## src/rtl/lc_pkg.sv

```systemverilog
package lc_pkg;
  // Two neighbouring lines swing in opposite directions between flits.
  function automatic logic opposite_swing(input logic cur_lo, input logic cur_hi,
                                          input logic prv_lo, input logic prv_hi);
    return (cur_lo ^ prv_lo) & (cur_hi ^ prv_hi) & (cur_lo ^ cur_hi);
  endfunction
endpackage

```

## src/rtl/lc_rst_sync.sv

```systemverilog
module lc_rst_sync (
  input  logic clk,
  input  logic rst_n,
  output logic rst_sync_n
);
  logic [1:0] stage_q;

  always_ff @(posedge clk or negedge rst_n) begin
    if (!rst_n) stage_q <= 2'b00;
    else        stage_q <= {stage_q[0], 1'b1};
  end

  assign rst_sync_n = stage_q[1];
endmodule

```

## src/rtl/lc_pair_detect.sv

```systemverilog
module lc_pair_detect
  import lc_pkg::*;
(
  input  logic cur_lo,
  input  logic cur_hi,
  input  logic prv_lo,
  input  logic prv_hi,
  output logic hit
);
  // Flipping one line of an opposite swing leaves at most one line switching.
  always_comb hit = opposite_swing(cur_lo, cur_hi, prv_lo, prv_hi);
endmodule

```

## src/rtl/lc_majority.sv

```systemverilog
module lc_majority #(
  parameter int N = 15
) (
  input  logic [N-1:0] votes,
  output logic         win
);
  localparam int CW = $clog2(N + 1);

  logic [CW-1:0] count;
  logic [CW:0]   doubled;

  always_comb begin
    count = '0;
    for (int i = 0; i < N; i++) count = count + CW'(votes[i]);
    doubled = {count, 1'b0};
    win     = doubled > (CW + 1)'(N);   // tie or fewer: no flip
  end
endmodule

```

## src/rtl/lc_odd_decoder.sv

```systemverilog
module lc_odd_decoder #(
  parameter int LINK_W = 16
) (
  input  logic [LINK_W-1:0] flit,
  output logic [LINK_W-2:0] payload
);
  localparam int PW = LINK_W - 1;

  logic [PW-1:0] odd_mask;

  for (genvar i = 0; i < PW; i++) begin : g_mask
    assign odd_mask[i] = (i % 2) == 1;
  end

  assign payload = flit[PW-1:0] ^ (flit[LINK_W-1] ? odd_mask : '0);
endmodule

```

## src/rtl/odd_invert_link_coder.sv

```systemverilog
module odd_invert_link_coder #(
  parameter int LINK_W = 16
) (
  input  logic              clk,
  input  logic              rst_n,
  input  logic              in_valid,
  output logic              in_ready,
  input  logic [LINK_W-2:0] in_payload,
  output logic              out_valid,
  input  logic              out_ready,
  output logic [LINK_W-1:0] out_flit,
  input  logic [LINK_W-1:0] rx_flit,
  output logic [LINK_W-2:0] rx_payload
);
  localparam int NPAIRS = LINK_W - 1;

  logic              rst_sync_n;
  logic [LINK_W-1:0] cand;
  logic [LINK_W-1:0] odd_mask;
  logic [LINK_W-1:0] enc;
  logic [NPAIRS-1:0] pair_hit;
  logic              do_flip;
  logic              accept;
  logic [LINK_W-1:0] flit_q, flit_d;
  logic              valid_q, valid_d;

  lc_rst_sync u_rst (
    .clk        (clk),
    .rst_n      (rst_n),
    .rst_sync_n (rst_sync_n)
  );

  assign cand = {1'b0, in_payload};

  for (genvar i = 0; i < LINK_W; i++) begin : g_mask
    assign odd_mask[i] = (i % 2) == 1;
  end

  // Reference flit is the output register: last accepted encoding.
  for (genvar i = 0; i < NPAIRS; i++) begin : g_pair
    lc_pair_detect u_pair (
      .cur_lo (cand[i]),
      .cur_hi (cand[i+1]),
      .prv_lo (flit_q[i]),
      .prv_hi (flit_q[i+1]),
      .hit    (pair_hit[i])
    );
  end

  lc_majority #(.N(NPAIRS)) u_vote (
    .votes (pair_hit),
    .win   (do_flip)
  );

  assign enc      = cand ^ (do_flip ? odd_mask : '0);
  assign in_ready = !valid_q || out_ready;
  assign accept   = in_valid && in_ready;

  always_comb begin
    flit_d  = flit_q;
    valid_d = valid_q;
    if (accept) begin
      flit_d  = enc;
      valid_d = 1'b1;
    end else if (out_ready) begin
      valid_d = 1'b0;
    end
  end

  always_ff @(posedge clk or negedge rst_sync_n) begin
    if (!rst_sync_n) begin
      flit_q  <= '0;
      valid_q <= 1'b0;
    end else begin
      flit_q  <= flit_d;
      valid_q <= valid_d;
    end
  end

  assign out_flit  = flit_q;
  assign out_valid = valid_q;

  lc_odd_decoder #(.LINK_W(LINK_W)) u_dec (
    .flit    (rx_flit),
    .payload (rx_payload)
  );

  AST_HOLD_ON_STALL: assert property (@(posedge clk) disable iff (!rst_sync_n)
    (out_valid && !out_ready) |=> (out_valid && $stable(out_flit)));
  AST_ONE_CYCLE_LATENCY: assert property (@(posedge clk) disable iff (!rst_sync_n)
    (in_valid && in_ready) |=> out_valid);
  AST_REF_ONLY_ON_ACCEPT: assert property (@(posedge clk) disable iff (!rst_sync_n)
    !(in_valid && in_ready) |=> $stable(out_flit));
  AST_FLAG_FOLLOWS_VOTE: assert property (@(posedge clk) disable iff (!rst_sync_n)
    (in_valid && in_ready && do_flip) |=> out_flit[LINK_W-1]);
  AST_NO_FLAG_WITHOUT_VOTE: assert property (@(posedge clk) disable iff (!rst_sync_n)
    (in_valid && in_ready && !do_flip) |=> !out_flit[LINK_W-1]);
endmodule

```

## config.mk

```make
export PLATFORM = sky130hd
export DESIGN_NAME = odd_invert_link_coder
export DESIGN_NICKNAME = d
export VERILOG_FILES = /design/src/rtl/lc_pkg.sv /design/src/rtl/lc_rst_sync.sv /design/src/rtl/lc_pair_detect.sv /design/src/rtl/lc_majority.sv /design/src/rtl/lc_odd_decoder.sv /design/src/rtl/odd_invert_link_coder.sv
export SDC_FILE = /design/constraint.sdc
export NUM_CORES = 1
export LEC_CHECK = 0
export ABC_AREA = 1
export BUFFER_PORTS_ARGS = -buffer_cell sky130_fd_sc_hd__buf_2
export CORE_MARGIN = 2
export CORE_UTILIZATION = 24
export DETAILED_ROUTE_END_ITERATION = 16
export MAX_ROUTING_LAYER = met4
export RECOVER_POWER = 50
export SLEW_MARGIN = 5
export SYNTH_ARGS = -nofsm -noshare
export SYNTH_HDL_FRONTEND = slang
export SYNTH_HIERARCHICAL = 1
export SYNTH_SLANG_ARGS = --single-unit
```

## constraint.sdc

```tcl
create_clock -name clk -period 1 [get_ports clk]
set_input_delay 0.1 -clock clk [delete_from_list [all_inputs] [get_ports clk]]
set_output_delay 0.1 -clock clk [all_outputs]
set_load 0.05 [all_outputs]
```

---- Word level (Yosys, flattened, before mapping) ----
Cells that the tools add are included.
storage, ports and cells
  bits in registers ....................... 19
  latch bits .............................. 0
  RAM bits ................................ 0
  bits in read-only memories .............. 0
  input bits .............................. 35
  output and inout bits ................... 33
  logic and storage cells ................. 87
  memories kept ........................... 0
operators by class
  $add $sub $neg .......................... 14
  multiply operators ...................... 0
  divide/modulo/power cells ............... 0
  magnitude comparators ................... 1
  eq/ne operators ......................... 0
  shift-type cells ........................ 0
  muxes and demuxes ....................... 4
  bitwise logic cells ..................... 61
  reduce and logical (&&, ||, !) cells .... 4
operators with widths
  cell                                                                   count
  4-bit by 1-bit adder with 4-bit output                                 13
  1-bit bitwise AND                                                      30
  1-bit XOR                                                              29
  16-bit 2-to-1 mux                                                      1
  15-bit by 16-bit XOR with 16-bit output                                1
  15-bit XOR                                                             1
  14-bit 2-to-1 mux                                                      1
  5-bit by 4-bit > comparator with 1-bit output (second input constant)  1
  1-bit by 1-bit adder with 2-bit output                                 1
  1-bit 2-to-1 mux                                                       2
  2-bit nonzero test                                                     1
  1-bit logical AND                                                      1
  1-bit zero test                                                        1
  1-bit logical OR                                                       1

---- Logic depth before layout (Yosys ltp) ----
  depth after elaboration ................. 20
  mapped depth ............................ 23
  depth with buffers taken out ............ 22

---- By module ----
The synthesis kept the hierarchy.
modules (own cells, without submodules)
  module                 times used  cells an instance  area each (sq um)  sequential area each (sq um)
  odd_invert_link_coder  1           105                795.8              425.4
  lc_pair_detect         15          10                 40.0               0.0
  lc_majority            1           37                 299.0              0.0
  lc_odd_decoder         1           38                 180.2              0.0
  lc_rst_sync            1           3                  53.8               50.0

---- Least setup slack after synthesis ----
Ideal clock, no wire load.
  kind .................................... register to register
  start ................................... register flit_q[1] (netlist: out_flit[1])
  end ..................................... register flit_q[13] (netlist: out_flit[13])
  library setup time ...................... 118 ps
  arrival time ............................ 3829 ps
  data required time ...................... 882 ps
  path slack .............................. -2947 ps
  cell stages (with the launch flop) ...... 22
  buffers on the path ..................... 1
  clock period less this slack ............ 3947 ps
  path through ............................ dfrtp_1 > inv_1 > nor2_2 > nand2_1 > nand2_1 > inv_1 > fa_1 > fa_1 > fa_1 > fa_1 > inv_1 > ha_1 > nand2_1 > nand2_2 > nand2_1 > nand2_1 > buf_2 > inv_2 > nand2_1 > nand2_1 > nand2_1 > nand2_1
between the ends
  cells in the longest elaborated chain, start to end .. 20
  elaborated cells on any way between the ends .. 22
  classes of those cells .................. add/sub: 14; order compare: 1; mux: 1; bitwise: 6
RTL lines
  element                                               line                         source
  from (decl)                                           odd_invert_link_coder.sv:24  logic [LINK_W-1:0] flit_q, flit_d;
  from (signal assigned)                                odd_invert_link_coder.sv:75  flit_q <= flit_d;
  1-bit XOR                                             lc_pkg.sv:5                  return (cur_lo ^ prv_lo) & (cur_hi ^ prv_hi) & (cur_lo ^ cur_hi);
  1-bit bitwise AND (2 in a row)                        lc_pkg.sv:5
  via pair_hit[0]                                       odd_invert_link_coder.sv:21  logic [NPAIRS-1:0] pair_hit;
  1-bit by 1-bit adder with 2-bit output                lc_majority.sv:14            for (int i = 0; i < N; i++) count = count + CW'(votes[i]);
  4-bit by 1-bit adder with 4-bit output (13 in a row)  lc_majority.sv:14
  5-bit by 4-bit > comparator with 1-bit output         lc_majority.sv:16            win = doubled > (CW + 1)'(N);
  via do_flip                                           odd_invert_link_coder.sv:22  logic do_flip;
  16-bit 2-to-1 mux                                     odd_invert_link_coder.sv:55  assign enc = cand ^ (do_flip ? odd_mask : '0);
  15-bit by 16-bit XOR with 16-bit output               odd_invert_link_coder.sv:55
The timed path passes the listed nets, and every way through them passes these cells.
A chain may end at the register's enable or synchronous reset.

---- Final worst setup path ----
  start ................................... register flit_q[4] (netlist: out_flit[4])
  end ..................................... register flit_q[11] (netlist: out_flit[11])
between the ends
  cells in the longest elaborated chain, start to end .. 18
  elaborated cells on any way between the ends .. 20
  classes of those cells .................. add/sub: 12; order compare: 1; mux: 1; bitwise: 6
RTL lines
  element                                               line
  1-bit XOR                                             lc_pkg.sv:5
  1-bit bitwise AND (2 in a row)                        lc_pkg.sv:5
  via pair_hit[3]                                       odd_invert_link_coder.sv:21
  4-bit by 1-bit adder with 4-bit output (12 in a row)  lc_majority.sv:14
  5-bit by 4-bit > comparator with 1-bit output         lc_majority.sv:16
  via do_flip                                           odd_invert_link_coder.sv:22
  16-bit 2-to-1 mux                                     odd_invert_link_coder.sv:55
  15-bit by 16-bit XOR with 16-bit output               odd_invert_link_coder.sv:55
The timed path passes the listed nets, and every way through them passes these cells.

==> flow_summary_export.csv <==
group,metric,value,unit
run_status,status,"finished with violations",
run_status,violations,"negative setup slack",
global_routing,grt_pass1_wl,9.30,mm
setup_path,cp_max_fo,7,
placed_design,dp_slack,-2.81,ns
setup_path,crit_type,"reg -> reg",
clock_tree,h-tree-depth,1,
synthesis,synthCells,333,
sta,layout_setup_ws,-2.65,ns
sta,setup_viol,34,
die,die_h,93.7,um
hold_path,hp-class,"in -> reg",
cells_and_area,design_area,3030,sq um
setup_path,cpMaxStageDelayCell,"fa_1",
die,die_area,8770,sq um
cells_and_area,nFillCells,856,
synthesis,syn_area,1930,sq um
drt,drt_iter0_markers,57,
cells_and_area,layout_commonest_cell,"nand2_1",
pwr,pwr-share-seq,27.1,%
placed_design,gp_congestion,0.822,
clock_tree,cts-root-buf,"clkbuf_8",
drt,avgViaCountPerCell,4.01,
setup_path,crit_required,1.22,ns
synthesis,yosys_warnings,6,
drt,drtPass1Iterations,4,
clock_tree,cts_tree,"done",
clock_tree,clk_path_buf_depth,2,
sta,max_slew_margin,65.4,%
cells_and_area,final_cells,531,
global_routing,antenna_found_initial,0,
placed_design,dpl.hpwl,4.04,mm
setup_path,cpMostUsedCell,"nand2_1",
cells_and_area,area_growth,56.8,%
drt,drc,0,
die,io_pins,68,
cells_and_area,drive_gt1_share,39.4,%
hold_path,hold-path-endpoint,"out_flit[0]$_DFFE_PN0P_",
synthesis,synth.distinct_cells,16,
drt,vias,2127,
die,fp.dieW,93.7,um
sta,setup_tns,-23.04,ns
sta,fin_crit_sh,365,%
synthesis,yosysSeqAreaShare,24.6,%
hold_path,whs_path_depth,3,
cells_and_area,nets,476,
setup_path,critical-path-top-delay-family,"adder cells",
die,initial_core_util,24.8,%
synthesis,synth-seq-cells,19,
synthesis,synthTopCellsByArea,"nand2_1 (29%), dfrtp_1 (25%), inv_1 (15%), fa_1 (8.3%), nor2_1 (5.8%)",
clock_tree,clk_pin_slew,0.09,ns
placed_design,place_area,2540,sq um
global_routing,grt_start_max_net_pins,18,
pwr,pwr_density_cell,1210,nW/um^2
clock_tree,clk_latency,0.27,ns
hold_path,worstHoldStart,"in_payload[0]",
setup_path,worst_r2r_path_depth,19,
sta,finalHoldWorstSlack,0.0727,ns
pwr,p_clk_share,16.6,%
drt,drtAntennaViolNets,0,
global_routing,grt-ovfl-total,0,
synthesis,synth_largest_area_cell,"nand2_1",
cells_and_area,antenna_cells,0,
sta,worstMarginPinSlew,0.519,ns
setup_path,reg2reg_to,"out_flit[11]$_DFFE_PN0P_",
cells_and_area,seq_area,493,sq um
placed_design,io_buffers,51,
pwr,switching_share,43.8,%
global_routing,grt_pass1_vias,2063,
sta,hold_violations,0,
drt,drt-wirelength-per-cell,10.2,um
die,rows,32,
clock_tree,clock-sinks,19,
synthesis,synth_top_area_share,28.6,%
setup_path,cp.arrival,3.86,ns
pwr,comb_power_share,56.4,%
synthesis,syn_avg_cell_area,5.79,sq um
die,core_area,7770,sq um
flow_run,max_cap_violations,0,
setup_path,worstSetupEndpointType,"flop",
drt,routed_wl,5.41,mm
pwr,max-vdd-ir-drop,0.756,mV
cells_and_area,final_cell_mix,"nand2_1 (132), inv_1 (74), buf_2 (32)",
setup_path,crit_buf_inv,3,
pwr,power_switching,0.00160,W
setup_path,reg2reg_from,"out_flit[4]$_DFFE_PN0P_",
global_routing,track_usage,13.7,%
pwr,p_int,0.00205,W
setup_path,critPathMaxStageDelay,0.57,ns
placed_design,dp_cells,515,
sta,finalCriticalPeriod,3.65,ns
sta,rsz0062_at_grt,"true",
sta,drv_slew,0,
setup_path,rrSetupSlack,-2.65,ns
pwr,leakage,1.86,nW
sta,skew,0.00408,ns
clock_tree,cts_buffers,3,
setup_path,cp-start-kind,"flop",
sta,timing.fmax,274,MHz
cells_and_area,multi_input_area,1140,sq um
setup_path,crit_chain,"nor2_1 -> nand2_1 -> nand2_2 -> inv_2 -> fa_1 -> fa_1 -> fa_1 -> fa_1 -> inv_1 -> ha_1 -> nand2_1 -> nand2_2 -> nand2_4 -> nand2_4 -> inv_6 -> nand2_1 -> nand2_1 -> nand2_1 -> nand2_1",
==> cell type report <==
type	count	share of cell area (%)
multi-input cells	220	37.7
repair buffers	103	29.8
flip-flops and latches	19	16.3
inverters	83	10.5
well taps	102	4.22
clock buffers	3	1.36
clock inverters	1	0.165
==> cell usage after synthesis, drive strengths merged <==
cell type	n
fa	8
ha	3
dfrtp	19
conb	2
a21oi	2
nor2	45
inv	83
nand3	9
nand2	149
buf	13
==> registers in the layout, indices dropped and copies added, names as in the netlist <==
signal	flops
out_flit	16
u_rst/stage_q	2
out_valid	1
==> worst register-to-register path, stage by stage, from the launching register on <==
cell,delay [ns]
dfrtp_2,0.44
nor2_1,0.12
nand2_1,0.07
nand2_2,0.07
inv_2,0.04
fa_1,0.57
fa_1,0.44
fa_1,0.46
fa_1,0.49
inv_1,0.04
ha_1,0.26
nand2_1,0.07
nand2_2,0.06
nand2_4,0.07
nand2_4,0.08
inv_6,0.09
nand2_1,0.05
nand2_1,0.05
nand2_1,0.05
nand2_1,0.07
==> metrics by stage <==
stage	util, %	total power [W]
3_5_place_dp	32.7	0.00265
6_report	38.9	0.00365
3_3_place_gp	32.7	0.00260
5_1_grt	38.9	0.00393
2_1_floorplan	-	0.00215
4_1_cts	37.6	0.00356
==> worst max-delay path by stage <==
stage | from | endpoint | slack [ns] | cells past startpoint
2_1_floorplan | out_flit[1]$_DFFE_PN0P_ | out_flit[13]$_DFFE_PN0P_ | -2.66 | 21
3_3_place_gp | out_flit[1]$_DFFE_PN0P_ | out_flit[11]$_DFFE_PN0P_ | -2.75 | 19
3_5_place_dp | out_flit[1]$_DFFE_PN0P_ | out_flit[11]$_DFFE_PN0P_ | -2.81 | 19
4_1_cts | out_flit[5]$_DFFE_PN0P_ | out_flit[11]$_DFFE_PN0P_ | -2.67 | 20
5_1_grt | out_flit[4]$_DFFE_PN0P_ | out_flit[11]$_DFFE_PN0P_ | -2.86 | 20
6_report | out_flit[4]$_DFFE_PN0P_ | out_flit[11]$_DFFE_PN0P_ | -2.65 | 19
==> per-layer routing <==
layer | wire [um] | GRT usage [%]
met1 | 2570 | 18.1
met2 | 2500 | 21.8
met3 | 284 | 2.81
met4 | 61 | 2.78
met5 | 0 | -
==> power groups by stage <==
stage | registers (W) | clock network, W | logic, W
2_1_floorplan | 0.00131 | 0 | 0.000839
3_3_place_gp | 0.000985 | 0 | 0.00161
3_5_place_dp | 0.000989 | 0 | 0.00166
4_1_cts | 0.000980 | 0.000625 | 0.00196
5_1_grt | 0.00100 | 0.000659 | 0.00227
6_report | 0.000987 | 0.000603 | 0.00206
==> repair_timing <==
action / 4_1_cts / 5_1_grt
pin swaps: 14 / 6
setup endpoints to repair: 28 / 35
cloned: 1 / 0
hold buffers: 1 / 0
setup buffers: 9 / 5
resized for setup: 74 / 30
endpoints found under the hold margin: 2 / 0
==> cells by family (layout without fill, tap and decap cells) <==
group / after synthesis / after routing / synth area share [%]
AOI/OAI and AO/OA: 2 / 2 / 1.10
buffers and inverters: 96 / 190 / 21.3
DFF: 19 / 19 / 24.6
adders and majority gates: 11 / 11 / 10.2
other: 2 / 3 / 0.389
and+or+nand+nor: 203 / 204 / 42.3
Power figures use the tool's default switching activity.
